## src/rtl/cfg_load_pkg.sv

```systemverilog
package cfg_load_pkg;

   typedef enum logic [1:0] {
      RES_OK        = 2'd0,
      RES_NO_REGION = 2'd1,
      RES_NO_INIT   = 2'd2,
      RES_NO_DONE   = 2'd3
   } load_res_e;

   typedef enum logic [2:0] {
      ST_IDLE,
      ST_RELEASE,
      ST_PULSE,
      ST_WAIT_INIT,
      ST_STREAM,
      ST_WAIT_DONE
   } seq_st_e;

endpackage

```

## src/rtl/cfg_pin_sync.sv

```systemverilog
module cfg_pin_sync #(
   parameter int W      = 2,
   parameter int STAGES = 2
) (
   input  logic         clk,
   input  logic         rst_n,
   input  logic [W-1:0] d_i,
   output logic [W-1:0] q_o
);

   generate
      if (STAGES < 2) begin : g_bad_stages
         $error("cfg_pin_sync: STAGES must be at least 2");
      end
   endgenerate

   logic [W-1:0] stg_q [STAGES];

   always_ff @(posedge clk or negedge rst_n) begin
      if (!rst_n) begin
         for (int s = 0; s < STAGES; s++) stg_q[s] <= '0;
      end else begin
         stg_q[0] <= d_i;
         for (int s = 1; s < STAGES; s++) stg_q[s] <= stg_q[s-1];
      end
   end

   assign q_o = stg_q[STAGES-1];

endmodule

```

## src/rtl/cfg_wait_timer.sv

```systemverilog
module cfg_wait_timer #(
   parameter int CW = 8
) (
   input  logic          clk,
   input  logic          rst_n,
   input  logic          clr_i,
   input  logic [CW-1:0] lim_i,
   output logic          expire_o
);

   generate
      if (CW < 1) begin : g_bad_width
         $error("cfg_wait_timer: CW must be positive");
      end
   endgenerate

   logic [CW-1:0] cnt_q;

   always_ff @(posedge clk or negedge rst_n) begin
      if (!rst_n)     cnt_q <= '0;
      else if (clr_i) cnt_q <= '0;
      else            cnt_q <= cnt_q + 1'b1;
   end

   assign expire_o = (cnt_q == lim_i - 1'b1);

endmodule

```

## src/rtl/cfg_load_seq.sv

```systemverilog
module cfg_load_seq
   import cfg_load_pkg::*;
#(
   parameter int         NTGT     = 2,
   parameter logic [1:0] HAS_EN   = 2'b11,
   parameter int         PROG_CYC = 32,
   parameter int         INIT_LIM = 10_000_000,
   parameter int         DONE_LIM = 100_000_000,
   parameter int         CNT_W    = 32,
   parameter int         DATA_W   = 8,
   parameter int         SYNC_STG = 2
) (
   input  logic              clk,
   input  logic              rst_n,
   input  logic              start_i,
   input  logic              tgt_sel_i,
   input  logic [CNT_W-1:0]  byte_cnt_i,
   input  logic [NTGT-1:0]   region_ok_i,
   output logic              busy_o,
   output logic              fin_o,
   output logic [1:0]        result_o,
   input  logic              s_valid_i,
   input  logic [DATA_W-1:0] s_data_i,
   output logic              s_ready_o,
   output logic              wr_stb_o,
   output logic [DATA_W-1:0] wr_data_o,
   output logic [NTGT-1:0]   en_o,
   output logic [NTGT-1:0]   prog_n_o,
   output logic [NTGT-1:0]   init_oe_o,
   input  logic [NTGT-1:0]   init_i,
   input  logic [NTGT-1:0]   done_i
);

   localparam int LIM_A   = (PROG_CYC > INIT_LIM) ? PROG_CYC : INIT_LIM;
   localparam int LIM_MAX = (LIM_A > DONE_LIM) ? LIM_A : DONE_LIM;
   localparam int TW      = $clog2(LIM_MAX + 1);

   generate
      if (NTGT != 2) begin : g_bad_ntgt
         $error("cfg_load_seq: exactly two targets are supported");
      end
      if (PROG_CYC < 1 || INIT_LIM < 1 || DONE_LIM < 1) begin : g_bad_lim
         $error("cfg_load_seq: pulse width and limits must be positive");
      end
      if (CNT_W < 1 || DATA_W < 1) begin : g_bad_w
         $error("cfg_load_seq: widths must be positive");
      end
   endgenerate

   seq_st_e          st_q, st_d;
   load_res_e        res_q, res_d;
   logic             fin_q, fin_d;
   logic             tgt_q;
   logic [CNT_W-1:0] left_q;
   logic [NTGT-1:0]  en_q;
   logic [NTGT-1:0]  init_oe_q;
   logic             stb_q;
   logic [DATA_W-1:0] wdat_q;
   logic [NTGT-1:0]  init_s, done_s;
   logic [TW-1:0]    lim;
   logic             expire, tmr_clr, fire, accept;

   cfg_pin_sync #(.W(NTGT), .STAGES(SYNC_STG)) u_init_sync (
      .clk(clk), .rst_n(rst_n), .d_i(init_i), .q_o(init_s));

   cfg_pin_sync #(.W(NTGT), .STAGES(SYNC_STG)) u_done_sync (
      .clk(clk), .rst_n(rst_n), .d_i(done_i), .q_o(done_s));

   cfg_wait_timer #(.CW(TW)) u_timer (
      .clk(clk), .rst_n(rst_n), .clr_i(tmr_clr), .lim_i(lim), .expire_o(expire));

   assign fire   = (st_q == ST_STREAM) && s_valid_i;
   assign accept = (st_q == ST_IDLE) && (st_d == ST_RELEASE);

   always_comb begin
      case (st_q)
         ST_PULSE:     lim = TW'(PROG_CYC);
         ST_WAIT_DONE: lim = TW'(DONE_LIM);
         default:      lim = TW'(INIT_LIM);
      endcase
   end

   always_comb begin
      st_d  = st_q;
      fin_d = 1'b0;
      res_d = RES_OK;
      case (st_q)
         ST_IDLE: begin
            if (start_i) begin
               if (region_ok_i[tgt_sel_i]) begin
                  st_d = ST_RELEASE;
               end else begin
                  fin_d = 1'b1;
                  res_d = RES_NO_REGION;
               end
            end
         end
         ST_RELEASE: st_d = ST_PULSE;
         ST_PULSE: begin
            if (expire) st_d = ST_WAIT_INIT;
         end
         ST_WAIT_INIT: begin
            if (init_s[tgt_q]) begin
               st_d = (left_q == '0) ? ST_WAIT_DONE : ST_STREAM;
            end else if (expire) begin
               st_d  = ST_IDLE;
               fin_d = 1'b1;
               res_d = RES_NO_INIT;
            end
         end
         ST_STREAM: begin
            if (fire && left_q == CNT_W'(1)) st_d = ST_WAIT_DONE;
         end
         ST_WAIT_DONE: begin
            if (done_s[tgt_q]) begin
               st_d  = ST_IDLE;
               fin_d = 1'b1;
               res_d = RES_OK;
            end else if (expire) begin
               st_d  = ST_IDLE;
               fin_d = 1'b1;
               res_d = RES_NO_DONE;
            end
         end
         default: st_d = ST_IDLE;
      endcase
   end

   assign tmr_clr = (st_d != st_q);

   always_ff @(posedge clk or negedge rst_n) begin
      if (!rst_n) begin
         st_q      <= ST_IDLE;
         res_q     <= RES_OK;
         fin_q     <= 1'b0;
         tgt_q     <= 1'b0;
         left_q    <= '0;
         en_q      <= '0;
         init_oe_q <= '1;
         stb_q     <= 1'b0;
         wdat_q    <= '0;
      end else begin
         st_q  <= st_d;
         fin_q <= fin_d;
         stb_q <= fire;
         if (fin_d) res_q <= res_d;
         if (fire) wdat_q <= s_data_i;
         if (accept) begin
            tgt_q                <= tgt_sel_i;
            left_q               <= byte_cnt_i;
            en_q[tgt_sel_i]      <= 1'b1;
            init_oe_q[tgt_sel_i] <= 1'b0;
         end else if (fire) begin
            left_q <= left_q - 1'b1;
         end
         if (fin_d && st_q != ST_IDLE) en_q <= '0;
      end
   end

   generate
      for (genvar t = 0; t < NTGT; t++) begin : g_tgt
         if (HAS_EN[t]) begin : g_en
            assign en_o[t] = en_q[t];
         end else begin : g_no_en
            assign en_o[t] = 1'b0;
         end
         assign prog_n_o[t] = !((st_q == ST_PULSE) && (tgt_q == 1'(t)));
      end
   endgenerate

   assign init_oe_o = init_oe_q;
   assign busy_o    = (st_q != ST_IDLE);
   assign fin_o     = fin_q;
   assign result_o  = res_q;
   assign s_ready_o = (st_q == ST_STREAM);
   assign wr_stb_o  = stb_q;
   assign wr_data_o = wdat_q;

endmodule

```

## config.mk

```make
export PLATFORM = sky130hd
export DESIGN_NAME = cfg_load_seq
export DESIGN_NICKNAME = d
export VERILOG_FILES = /design/src/rtl/cfg_load_pkg.sv /design/src/rtl/cfg_pin_sync.sv /design/src/rtl/cfg_wait_timer.sv /design/src/rtl/cfg_load_seq.sv
export SDC_FILE = /design/constraint.sdc
export NUM_CORES = 1
export LEC_CHECK = 0
export ABC_CLOCK_PERIOD_IN_PS = 5500
export BUFFER_PORTS_ARGS = -buffer_cell sky130_fd_sc_hd__buf_2
export CORE_ASPECT_RATIO = 2
export CORE_MARGIN = 2
export CORE_UTILIZATION = 35
export CTS_BUF_LIST = sky130_fd_sc_hd__clkbuf_4
export DETAILED_ROUTE_END_ITERATION = 16
export PLACE_DENSITY = 0.61
export SLEW_MARGIN = 5
export SYNTH_ARGS = -nofsm -noshare
export SYNTH_HDL_FRONTEND = slang
export SYNTH_HIERARCHICAL = 1
export SYNTH_SLANG_ARGS = --single-unit
```

## constraint.sdc

```tcl
create_clock -name clk -period 5.5 [get_ports clk]
set_clock_uncertainty 0.05 [all_clocks]
set_input_delay 1.65 -clock clk [delete_from_list [all_inputs] [get_ports clk]]
set_output_delay 1.65 -clock clk [all_outputs]
set_load 0.05 [all_outputs]
```

**Word-level counts from Yosys, hierarchy flattened**

Cells that the tools add are included.

- Divide/modulo/power cells: 0
- Bitwise operators: 4
- Shift operators: 0
- Multiplexer cells: 36
- Eq/ne operators: 9
- Multiply operators: 0
- Reduce and logical (&&, ||, !) cells: 14
- Add/sub/neg operators: 3
- $lt $le $gt $ge: 3

Operators by type and width:

| operator | number |
|---|---|
| $mux W32 | 2 |
| $pmux W27 S2 | 1 |
| $eq A32 B1 Y1 const B | 1 |
| $logic_not A32 Y1 | 1 |
| $sub A32 B1 Y32 const B | 1 |
| $add A27 B1 Y27 const B | 1 |
| $eq A27 B27 Y1 | 1 |
| $mux W27 | 1 |
| $sub A27 B1 Y27 const B | 1 |
| $mux W3 | 7 |
| $pmux W3 S6 | 1 |
| $mux W1 | 15 |
| $mux W2 | 6 |
| $logic_and A1 B1 Y1 | 7 |
| $eq A3 B1 Y1 const B | 2 |
| $eq A3 B2 Y1 const B | 2 |
| $eq A3 B3 Y1 const B | 2 |
| $pmux W2 S3 | 1 |
| $lt A1 B2 Y1 const B | 2 |
| $reduce_bool A2 Y1 | 2 |
| $logic_not A3 Y1 | 1 |
| $ne A3 B3 Y1 | 1 |
| $pmux W1 S3 | 1 |
| $reduce_bool A3 Y1 | 1 |
| 7 further kinds | 8 |

- RAM bits: 0
- Word-level logic and storage cells: 83
- Bits in latches: 0
- Input bits: 51
- Memories: 0
- Bits in read-only memories: 0
- Bits in registers: 87
- Output and inout port bits: 20

**Logic depth before layout (Yosys ltp)**

Gate-level depths: netlist (run 1).

- Depth in word-level cells: 11
- Gate-level depth with buffers: 19
- Depth with buffers taken out: 15

**Hierarchy**

Netlist (run 1), hierarchy kept.

By module, submodules not included:

| module | area an instance (um^2) | cells an instance | sequential area each (um^2) | instances |
|---|---|---|---|---|
| cfg_load_seq | 2865.2 | 325 | 1303.8 | 1 |
| cfg_wait_timer | 2200.9 | 250 | 675.6 | 1 |
| cfg_pin_sync | 115.1 | 6 | 100.1 | 2 |

**Worst setup path after synthesis (run 1)**

Ideal clock, no wire load.

- Path type: reg-to-reg
- Start: register st_q[2]
- End: register u_timer.cnt_q[16]
- Slack: 0.230 ns
- Data required time: 5.318 ns
- Buffers on the path: 4
- Clock period less this slack: 5.270 ns
- Library setup time: 0.132 ns
- Data arrival time: 5.088 ns
- Cell stages (with the launch flop): 20
- Cells stage by stage: dfrtp_1 > clkbuf_1 > nor2b_1 > nand2_1 > inv_1 > nor2_1 > nor3_1 > and2_1 > and3_1 > buf_6 > nor4_1 > a31oi_1 > o31a_1 > nor4_2 > a21o_1 > a41oi_1 > a21boi_0 > clkbuf_1 > buf_1 > nor2_1

- Word-level cells in the longest chain between the ends: 9
- Elaborated cells on any way between the ends: 21
- Those cells by class: add/sub (1); eq/ne (7); mux (10); reduce/logical (3)

RTL lines:

| what | line | source |
|---|---|---|
| start, declared | cfg_load_seq.sv:50 | `seq_st_e st_q, st_d;` |
| start signal, assigned | cfg_load_seq.sv:143 | `st_q <= st_d;` |
| $eq A3 B3 Y1 or $eq A3 B2 Y1 (tied branches) | cfg_load_seq.sv:76 | `case (st_q)` |
| $pmux W27 S2 * | cfg_load_seq.sv:76 |  |
| net lim[13] | cfg_load_seq.sv:60 | `logic [TW-1:0] lim;` |
| $sub A27 B1 Y27 * | cfg_wait_timer.sv:25 | `assign expire_o = (cnt_q == lim_i - 1'b1);` |
| $eq A27 B27 Y1 * | cfg_wait_timer.sv:25 |  |
| net expire | cfg_load_seq.sv:61 | `logic expire, tmr_clr, fire, accept;` |
| $mux W3 | cfg_load_seq.sv:105, cfg_load_seq.sv:119 |  |
| $mux W3 (on tied branches) | cfg_load_seq.sv:115, cfg_load_seq.sv:103 |  |
| $pmux W3 S6 * | cfg_load_seq.sv:87 | `case (st_q)` |
| $ne A3 B3 Y1 * | cfg_load_seq.sv:129 | `assign tmr_clr = (st_d != st_q);` |
| net tmr_clr | cfg_load_seq.sv:61 |  |
| $mux W27 * | cfg_wait_timer.sv:21 | `else if (clr_i) cnt_q <= '0;` |
| end signal, assigned | cfg_wait_timer.sv:22 | `else cnt_q <= cnt_q + 1'b1;` |
| end, declared | cfg_wait_timer.sv:17 | `logic [CW-1:0] cnt_q;` |

Mark *: on every way through the listed nets, which the timed path passes. The rest lies on a longest branch.
A chain may end at the register's enable or synchronous reset.

**Worst setup path in the final report (run 1)**

- Start: register st_q[2]
- End: register u_timer.cnt_q[25]

The elaborated chain is that of the path after synthesis.

==> metrics.md, run 1 <==
| Metric | Value |
|---|---|
| Status | complete, no violations |
| Seq/Total Area, Yosys | 0.412 |
| Die Height | between 150 and 200 µm |
| # resized after CTS | 0 |
| H-tree depth | 3 |
| Clock latency on the worst-skew pair | between 0.4 and 0.5 ns |
| Final Wtd Congestion | around 0.9 |
| Main synth FF type | dfrtp_1 |
| Total track usage | 0.187 |
| CTS root buffer | clkbuf_4 |
| Syn avg cell area | 9.02 µm² |
| Vias | 4726 |
| Cell Area, Synth | 0.00530 mm² |
| Io pins | 71 |
| Post-route clock period utilization | 0.899 |
| Vias per cell | between 5 and 6 |
| Dpl hpwl | 11.2 mm |
| CP startpoint kind | register |
| Worst VDD drop | 268 µV |
| RSZ-0062 raised after global routing | no |
| Largest net degree at the start of global routing | 48 |
| Fmax | 0.202 GHz |
| Crit path time final | 4.94 ns |
| Worst EP arrival | 5.24 ns |
| Crit path buf inv count | 2 |
| Max incr delay on CP | 0.64 ns |
| Clk pin slew, worst setup/hold paths | approximately 0.15 ns |
| Die Area | 0.0162 mm² |
| CP delay by family, top | simple AND/OR/NAND/NOR gates |
| Wire length per cell | 16.5 µm |
| Post-route ant nets | 0 |
| Initial antenna violation count | 1 |
| Distinct cells, synth | between 70 and 80 |
| Total grt overflow | 0 |
| Max-capacitance violation count | 0 |
| CP Capture Type | register |
| Fill cell count | 1556 |
| DRC viols | 0 |
| Pins Over Slew Limit | 0 |
| Final WL | 14.6 mm |
| CTS sink cnt | 87 |
| Proportion of layout cells with a drive suffix above 1 | 0.170 |
| Postcts setup bufs | 0 |
| Syn Inst Count | 587 |
| Vias in the first global route | 4802 |
| Final hold vios | 0 |
| Row cnt | 63 |
| Worst Path Required | slightly below 6 ns |
| Cell Pwr Density | about 400 mW/mm² |
| DP Cell Count | 866 |
| Layout area overhead | 14.9% |
| Maximum fanout along the worst path | 27 |
| Commonest non-fill, non-tap cell in the layout | dfrtp_1 |
| HP Class | register to register |
| Die width | 91.0 µm |
| Num CTS Buffers | 9 |
| First-pass GRT wire length | around 24 mm |
| Slew @ Worst Pin | about 1.1 ns |
| CTS Buffer Depth | 2 |
| Number of synthesized flops with an enable pin | 0 |
| Crit-path cells | nand2b_1, nor2_1, nor2_2, or4_4, nor3_2, xnor2_1, a32oi_1, nor4_1, nand4_1, nor4_2, inv_1, nand3_1, a21boi_1, buf_4, nor2_1 |
| Cell mode on critical path | nor2_1 |
| Core area | 0.0148 mm² |
| Starting Density | 0.357 |
| Setup total negative slack | 0 ns |
| Ys async rst share | 1.00 |
| Synth Register Bits | 87 |
| Category of the critical setup timing path | register to register |
| Fin cells | 883 |
| Nets | 738 |
| First drt pass iteration count | 5 |
| CTS Hold Bufs | 0 |
| Max_slew headroom | 0.277 |
| # port buffers | 70 |
| Synth Warn # | 6 |
| CTS tree | done |
| Commonest non-fill, non-tap cells in the layout | dfrtp_1 (85), nand2_1 (80), buf_2 (69) |
| P_leak | 0.00267 µW |
| Iter 0 DRT Violations | 242 |
| Critical Path Slowest Stage Cell | nor2_1 |
| Setup violators final | 0 |
layout make-up:
class	instances	area [µm²]	area share
multi-input combinational	498	3080	0.506
clock inverter	7	78.8	0.0130
antenna	1	2.50	0.000411
tap	195	244	0.0401
sequential	87	2180	0.358
timing repair buffer	75	390	0.0642
clock buffer	9	67.6	0.0111
inverter	11	41.3	0.00679
final timing paths:
check | startpoint | slack (ns) | end | depth (start not counted)
worst max register to register | st_q[2] | 0.56 | u_timer/cnt_q[25] | 15
max in group asynchronous | rst_n | 3.31 | init_oe_o[0] | 2
worst min-delay path | u_done_sync/stg_q[3] | 0.32 | u_done_sync/q_o[1] | 0
min in group asynchronous | rst_n | 1.12 | left_q[19] | 1
worst max-delay path | st_q[2] | 0.56 | u_timer/cnt_q[25] | 15
worst min register to register | u_done_sync/stg_q[3] | 0.32 | u_done_sync/q_o[1] | 0
cell usage after synthesis (3+ instances only):
library cell  count  area share
a211o_1           3      0.0050
a21o_1            5      0.0071
a21oi_1          12       0.011
a221o_1           5      0.0094
a31oi_1           6      0.0071
and2_1            8      0.0094
and3_1            7      0.0083
and4_1            4      0.0066
buf_1             3      0.0021
buf_4             4      0.0057
clkbuf_1         15       0.011
dfrtp_1          85        0.40
ha_1              5       0.012
inv_1            10      0.0071
mux2_2            3      0.0064
mux2i_1           4      0.0076
nand2_1          80       0.057
nand2b_1          4      0.0047
nand3_1          18       0.017
nand3b_1          4      0.0057
nand4_1          14       0.017
nor2_1           52       0.037
nor2b_1           8      0.0094
nor3_1           25       0.024
nor3b_1           3      0.0043
nor4_1           14       0.017
o211ai_1          7      0.0099
o21ai_0          28       0.026
o311ai_0          5      0.0083
or2_2             3      0.0035
or3_1            14       0.017
or4_1             7      0.0099
xnor2_1          36       0.060
xor2_1           27       0.045
sequential cells by signal, indices dropped and copies added, names as in the netlist, 3 cells and up:
| signal | flops |
|---|---|
| u_timer/cnt_q | 27 |
| wr_data_o | 8 |
| left_q | 32 |
| st_q | 3 |
report_power, final:
part	total (µW)	leakage, µW	switching, µW	internal, µW
logic	1090	0.00149	708	378
clock network	390	0.0000744	247	143
registers	998	0.00111	194	804
total	2470	0.00267	1150	1320
worst register-to-register path, stage by stage, from the launching register on:
cell,delay (ns)
dfrtp_1,0.50
nand2b_1,0.23
nor2_1,0.64
nor2_2,0.40
or4_4,0.59
nor3_2,0.30
xnor2_1,0.16
a32oi_1,0.08
nor4_1,0.28
nand4_1,0.14
nor4_2,0.63
inv_1,0.14
nand3_1,0.11
a21boi_1,0.17
buf_4,0.31
nor2_1,0.10
cells by family after synthesis:
| kind of cell | share of synthesized area |
|---|---|
| and+or+nand+nor | 0.297 |
| AOI/OAI and AO/OA | 0.127 |
| DFF | 0.412 |
| xor gates and xnor gates | 0.104 |
| buffers and inverters | 0.0333 |
| muxes | 0.0139 |
| adders and majority gates | 0.0118 |
| other | 0.000708 |
through the flow:
step	cell area (µm²)	utilization	setup WS [ns]	hold WS [ns]	total power, µW
after global routing	6080	0.411	0.0753	0.346	2650
after floorplan	5430	-	0.230	0.281	1800
after CTS	6080	0.410	0.606	0.321	2490
after global placement	5940	0.401	0.763	0.283	2060
after detailed placement	5940	0.401	0.594	0.286	2100
final	6080	0.411	0.557	0.319	2470
metal layers:
layer	part of all wire	vias up	global-route usage
met5	0	-	0
met4	0.031	0	0.0903
met3	0.031	32	0.0238
met2	0.59	122	0.378
met1	0.34	2303	0.182
li1	-	2269	-
Note: power is estimated with default switching activity, not from simulation.
==> run 2: changes to the inputs <==
PLACE_DENSITY = 0.54   (was 0.61)
==> run 2 against run 1 <==
Clock power decreased by 13%; routed wire length increased by 2.9%; count of clock-buffer cells in the layout increased by 1; register-to-register slack improved by 0.33 ns; die area unchanged; total power decreased by 1.4%; design area decreased by 0.21%; global-route usage increased by 0.70 points; maximum frequency increased by 7.1%; hold slack improved by 0.0010 ns; highest routed layer unchanged.
==> metrics.md, run 2 (same netlist as run 1, synthesis figures left out) <==
| Metric | Value |
|---|---|
| Total grt overflow | 0 (unchanged) |
| # resized after CTS | 0 (unchanged) |
| Max-capacitance violation count | 0 (unchanged) |
| Crit path time final | 4.61 ns (-0.329 ns) |
| Switch share | 0.471 (+0.00666) |
| CP startpoint kind | register |
| Io pins | 71 (unchanged) |
| Core area | 0.0148 mm² (unchanged) |
| Final WL | 15.0 mm (+2.9%) |
| Slew @ Worst Pin | 1.15 ns (+0.0630 ns) |
| Max_slew headroom | 0.235 (-0.0420) |
| P_leak | 0.00267 µW (+0.11%) |
| Maximum fanout along the worst path | 27 (unchanged) |
| Dpl hpwl | 11.6 mm (+2.9%) |
| Vias in the first global route | 4774 (-0.58%) |
| Max Used Layer | met4 |
| CTS Buffer Depth | 2 (unchanged) |
| First drt pass iteration count | 5 (unchanged) |
| Setup violators final | 0 (unchanged) |
| CTS sink cnt | 87 (unchanged) |
| Clock network power share | 0.139 (-0.019) |
| Commonest non-fill, non-tap cells in the layout | dfrtp_1 (85), nand2_1 (80), buf_2 (69) |
| Post-route clock period utilization | 0.839 (-0.0599) |
| Clock latency on the worst-skew pair | 0.45 ns (about the same) |
| Worst VDD drop | 210 µV (-22%) |
| CTS tree | done |
| Initial antenna violation count | 1 (unchanged) |
| Net Sw Power | 1150 µW (about the same) |
| Nets | 740 (+0.27%) |
| Layout area overhead | 14.6% |
| Fill cell count | 1598 (+2.7%) |
| Fmax | 0.217 GHz (+7.1%) |
| Wire length per cell | 17.0 µm (+2.7%) |
| Vias per cell | 5.31 (-0.80%) |
| Worst EP arrival | 4.90 ns (-0.34 ns) |
| Max incr delay on CP | 0.88 ns (+0.24 ns) |
| Area of the multi-input gates | 0.00308 mm² (unchanged) |
| Die width | 91.0 µm (unchanged) |
| Cell mode on critical path | inv_1 |
| DRC viols | 0 (unchanged) |
| Flop pwr share | 0.411 (+0.008) |
| Crit-path cells | nor2b_1, nand2_1, inv_1, nor2_2, nor3_1, and2_1, and3_1, nor4_1, a31oi_1, o31a_1, nor4_2, inv_1, nand3_1, a21boi_1, buf_4, nor2_1 |
| Proportion of layout cells with a drive suffix above 1 | 0.173 (+0.00241) |
| CP Capture Type | register |
| Routed length on met1 | 5.10 mm (+1.6%) |
| Cell Pwr Density | 402 mW/mm² (-1.2%) |
| CTS Hold Bufs | 0 (unchanged) |
| Vias | 4699 (-0.57%) |
| Reg with most FFs | left_q |
| Setup total negative slack | 0 ns (unchanged) |
| Metal3 WL | 458 µm (+1.1%) |
| Max FFs per register | 32 (unchanged) |
| Post-route ant nets | 0 (unchanged) |
| Category of the critical setup timing path | register to register |
| Worst Path Required | 5.78 ns (-0.02 ns) |
| # port buffers | 70 (unchanged) |
| H-tree depth | 3 (unchanged) |
| Met2 Wirelength | 8.86 mm (+2.2%) |
| Largest net degree at the start of global routing | 51 (+6.3%) |
| Total track usage | 0.194 (+0.00703) |
| Status | complete, no violations |
| Iter 0 DRT Violations | 223 (-7.9%) |
| First-pass GRT wire length | 24.7 mm (+2.9%) |
| CTS root buffer | clkbuf_4 |
| Row cnt | 63 (unchanged) |
| RSZ-0062 raised after global routing | no |
| Fin Hold WS | 0.320 ns (+0.00101 ns) |
| Num CTS Buffers | 9 (unchanged) |
| HP Class | register to register |
| Commonest non-fill, non-tap cell in the layout | dfrtp_1 |
| Die Height | 178 µm (unchanged) |
| Register Area | 0.00218 mm² (unchanged) |
| Combinational Power Share | 0.450 (+0.011) |
| Cell-internal power | 1290 µW (-2.6%) |
| Pins Over Slew Limit | 0 (unchanged) |
| Clk pin slew, worst setup/hold paths | 0.15 ns (about the same) |
| Critical Path Slowest Stage Cell | nor2_2 |
| Postcts setup bufs | 0 (unchanged) |
| Final hold vios | 0 (unchanged) |
| Starting Density | 0.357 (unchanged) |
| Final Wtd Congestion | 0.875 (-1.2%) |
| Die Area | 0.0162 mm² (unchanged) |
==> run 2: layer usage <==
metal,vias to the layer above,track usage
met2,115,0.390
li1,2270,-
met1,2280,0.188
met4,0,0.0934
met3,34,0.0280
met5,-,0
==> run 2: cell type report <==
type | instances | area share
clock inverter | 6 | 0.00721
antenna | 1 | 0.000412
multi-input combinational | 498 | 0.507
sequential | 87 | 0.359
tap | 195 | 0.0402
timing repair buffer | 77 | 0.0668
inverter | 11 | 0.00680
clock buffer | 10 | 0.0124
==> run 2: power by group through the flow <==
stage / Clock (µW) / Sequential [µW] / Combinational [µW]
2_1_floorplan: 0 / 1040 / 763
3_3_place_gp: 0 / 1010 / 1080
3_5_place_dp: 0 / 1010 / 1100
4_1_cts: 353 / 1000 / 1100
5_1_grt: 382 / 1030 / 1210
6_report: 340 / 1000 / 1100
==> run 2: stage by stage <==
step                std cells   util  total power (µW)  setup WS (ns)  area [µm²]
floorplan                 623      -              1800          0.230        5430
global placement          868  0.402              2090           1.00        5950
detailed placement        868  0.402              2110          0.886        5950
CTS                       884  0.410              2460          0.885        6070
global route              885  0.410              2630          0.481        6070
finish                    885  0.410              2440          0.886        6070
==> run 2: critical path: cells and delay by family, from the launching register on <==
family | cells | cell delay, ns
AO/OA/AOI/OAI | 3 | 0.53
flip-flops | 1 | 0.49
buffers and inverters | 3 | 0.50
AND/OR/NAND/NOR | 10 | 2.93
==> run 2: worst paths after layout <==
path	slack [ns]	start	endpoint	cells after the start
worst max register to register	0.89	st_q[2]	u_timer/cnt_q[8]	16
worst min register to register	0.32	u_init_sync/stg_q[2]	u_init_sync/q_o[0]	0
worst max-delay path	0.89	st_q[2]	u_timer/cnt_q[8]	16
max in group asynchronous	3.26	rst_n	init_oe_o[0]	2
worst min-delay path	0.32	u_init_sync/stg_q[2]	u_init_sync/q_o[0]	0
min in group asynchronous	1.14	rst_n	left_q[9]	1
==> run 3: changes to the inputs <==
ABC_CLOCK_PERIOD_IN_PS = 4200   (was 5500)
clock period = 4.2 ns   (was 5.5 ns; I/O delays follow)
==> run 3 against run 2 <==
Global-route usage is 0.42 points lower; register-to-register slack worse by 0.64 ns; routed wire length is 1.6% lower; total power is 35% higher; design area is 2.1% higher; flip-flop and latch count stayed put; critical endpoint is now u_timer/cnt_q[14].
==> metrics.md, run 3 (same netlist as run 1, synthesis figures left out) <==
| Metric | Value |
|---|---|
| Status | complete, no violations |
| Iter 0 DRT Violations | 114 (-49%) |
| CP startpoint kind | register |
| Worst Path Required | 4.49 ns (-1.29 ns) |
| Worst R2R Start | st_q[1] |
| Vias | 4713 (+0.30%) |
| Crit-path cells | nor2b_1, nand2_2, clkinvlp_4, nor2_4, or4_4, nor3_4, xnor2_1, a32oi_1, nor4_1, nand4_1, nor4_4, a21o_1, a41oi_1, a21boi_1, buf_12, nor2_1 |
| Met3 Use GR | 0.0234 (-0.00467) |
| DRC viols | 0 (unchanged) |
| Wire length per cell | 16.6 µm (-2.4%) |
| P_leak | 0.00272 µW (+1.8%) |
| Maximum fanout along the worst path | 27 (unchanged) |
| Pins Over Slew Limit | 0 (unchanged) |
| Worst R2R End | u_timer/cnt_q[14] |
| Fmax | 0.253 GHz (+17%) |
| HP Class | register to register |
| Hold path startpoint | u_init_sync/stg_q[2] |
| M1 GR Usage | 0.183 (-0.00532) |
| Fin Hold WS | 0.313 ns (-0.00698 ns) |
| First-pass GRT wire length | 24.2 mm (-2.0%) |
| Max FFs per register | 32 (unchanged) |
| Slew @ Worst Pin | 0.777 ns (-0.369 ns) |
| Layout area overhead | 17.0% |
| Max_slew headroom | 0.477 (+0.242) |
| Io pins | 71 (unchanged) |
| H-tree depth | 3 (unchanged) |
| Clk pin slew, worst setup/hold paths | 0.13 ns (-0.02 ns) |
| CTS root buffer | clkbuf_4 |
| Total track usage | 0.190 (-0.00418) |
| Setup total negative slack | 0 ns (unchanged) |
| Setup violators final | 0 (unchanged) |
| Post-route clock period utilization | 0.941 (+0.102) |
| Die width | 91.0 µm (unchanged) |
| CTS tree | done |
| Largest net degree at the start of global routing | 88 (+73%) |
| Cell Pwr Density | 531 mW/mm² (+32%) |
| Row cnt | 63 (unchanged) |
| Commonest non-fill, non-tap cells in the layout | dfrtp_1 (84), nand2_1 (79), buf_2 (69) |
| Max-capacitance violation count | 0 (unchanged) |
| Category of the critical setup timing path | register to register |
| Num CTS Buffers | 9 (unchanged) |
| Post-route ant nets | 0 (unchanged) |
| Total power | 3290 µW (+35%) |
| Crit path time final | 3.95 ns (-0.664 ns) |
| # port buffers | 70 (unchanged) |
| Die Area | 0.0162 mm² (unchanged) |
| Clock latency on the worst-skew pair | 0.47 ns (+0.02 ns) |
| # resized after CTS | 0 (unchanged) |
| Commonest non-fill, non-tap cell in the layout | dfrtp_1 |
| RSZ-0062 raised after global routing | no |
| Core Util, Final | 0.418 (+0.00853) |
| Starting Density | 0.357 (unchanged) |
| Postcts setup bufs | 0 (unchanged) |
| CTS Hold Bufs | 0 (unchanged) |
| Hold depth | 0 (unchanged) |
| WHS Endpoint | u_init_sync/q_o[0] |
| Max incr delay on CP | 0.53 ns (-0.35 ns) |
| CTS sink cnt | 87 (unchanged) |
| Cell count of the worst reg-to-reg path | 16 (unchanged) |
| Die Height | 178 µm (unchanged) |
| Final WL | 14.8 mm (-1.6%) |
| Proportion of layout cells with a drive suffix above 1 | 0.185 (+0.0126) |
| Core area | 0.0148 mm² (unchanged) |
| Reg2Reg Setup Slack | 0.25 ns (-0.64 ns) |
| CTS Buffer Depth | 2 (unchanged) |
| Reg with most FFs | left_q |
| Worst VDD drop | 246 µV (+17%) |
| Total grt overflow | 0 (unchanged) |
| CP Capture Type | register |
| Worst EP arrival | 4.25 ns (-0.65 ns) |
| Dpl hpwl | 11.3 mm (-2.1%) |
| Final Wtd Congestion | 0.893 (+2.1%) |
| Initial antenna violation count | 1 (unchanged) |
| Final hold vios | 0 (unchanged) |
| Vias per cell | 5.28 (-0.49%) |
| GR peak layer | met2 |
| Vias in the first global route | 4871 (+2.0%) |
| First drt pass iteration count | 5 (unchanged) |
| Nets | 747 (+0.95%) |
| Met2 GRT Util | 0.372 (-0.0188) |
| Critical Path Slowest Stage Cell | or4_4 |
run 3: per-layer routing:
metal,routed length (µm),share of wire
met1,5100,0.34
met3,421,0.028
met5,0,0
met2,8470,0.57
met4,803,0.054
run 3: worst max-delay path: cells and delay by family (launching register included):
family	cells	cell delay (ns)
simple gates	9	2.26
flops	1	0.48
compound gates	4	0.56
xor+xnor	1	0.15
buf+inv	2	0.32
run 3: where the power goes:
| group | switching [µW] | internal, µW |
|---|---|---|
| sequential | 242 | 1050 |
| combinational | 959 | 556 |
| clock | 292 | 190 |
run 3: worst max path at each step:
stage                       start                end  slack (ns)  depth (start not counted)
final                     st_q[1]  u_timer/cnt_q[14]        0.25                         16
after global routing      st_q[1]  u_timer/cnt_q[11]        0.02                         16
after CTS                 st_q[1]  u_timer/cnt_q[14]        0.22                         16
after detailed placement  st_q[1]  u_timer/cnt_q[14]        0.25                         16
after global placement    st_q[1]   u_timer/cnt_q[2]        0.36                         16
after floorplan           st_q[2]  u_timer/cnt_q[11]        0.05                         19
run 3: final cells by class:
cell class	count	area (µm²)
antenna	1	2.50
inverter	11	45.0
multi-input combinational	498	3110
fill	1577	8620
clock buffer	11	82.6
timing repair buffer	84	483
clock inverter	5	50.0
sequential	87	2180
tap	195	244
run 3: metrics by stage:
step,setup slack [ns],instances,cell area (µm²)
after floorplan,0.0496,623,5470
after global placement,0.362,875,6060
after detailed placement,0.251,875,6060
after CTS,0.218,891,6190
after global routing,0.0249,892,6200
final,0.250,892,6200
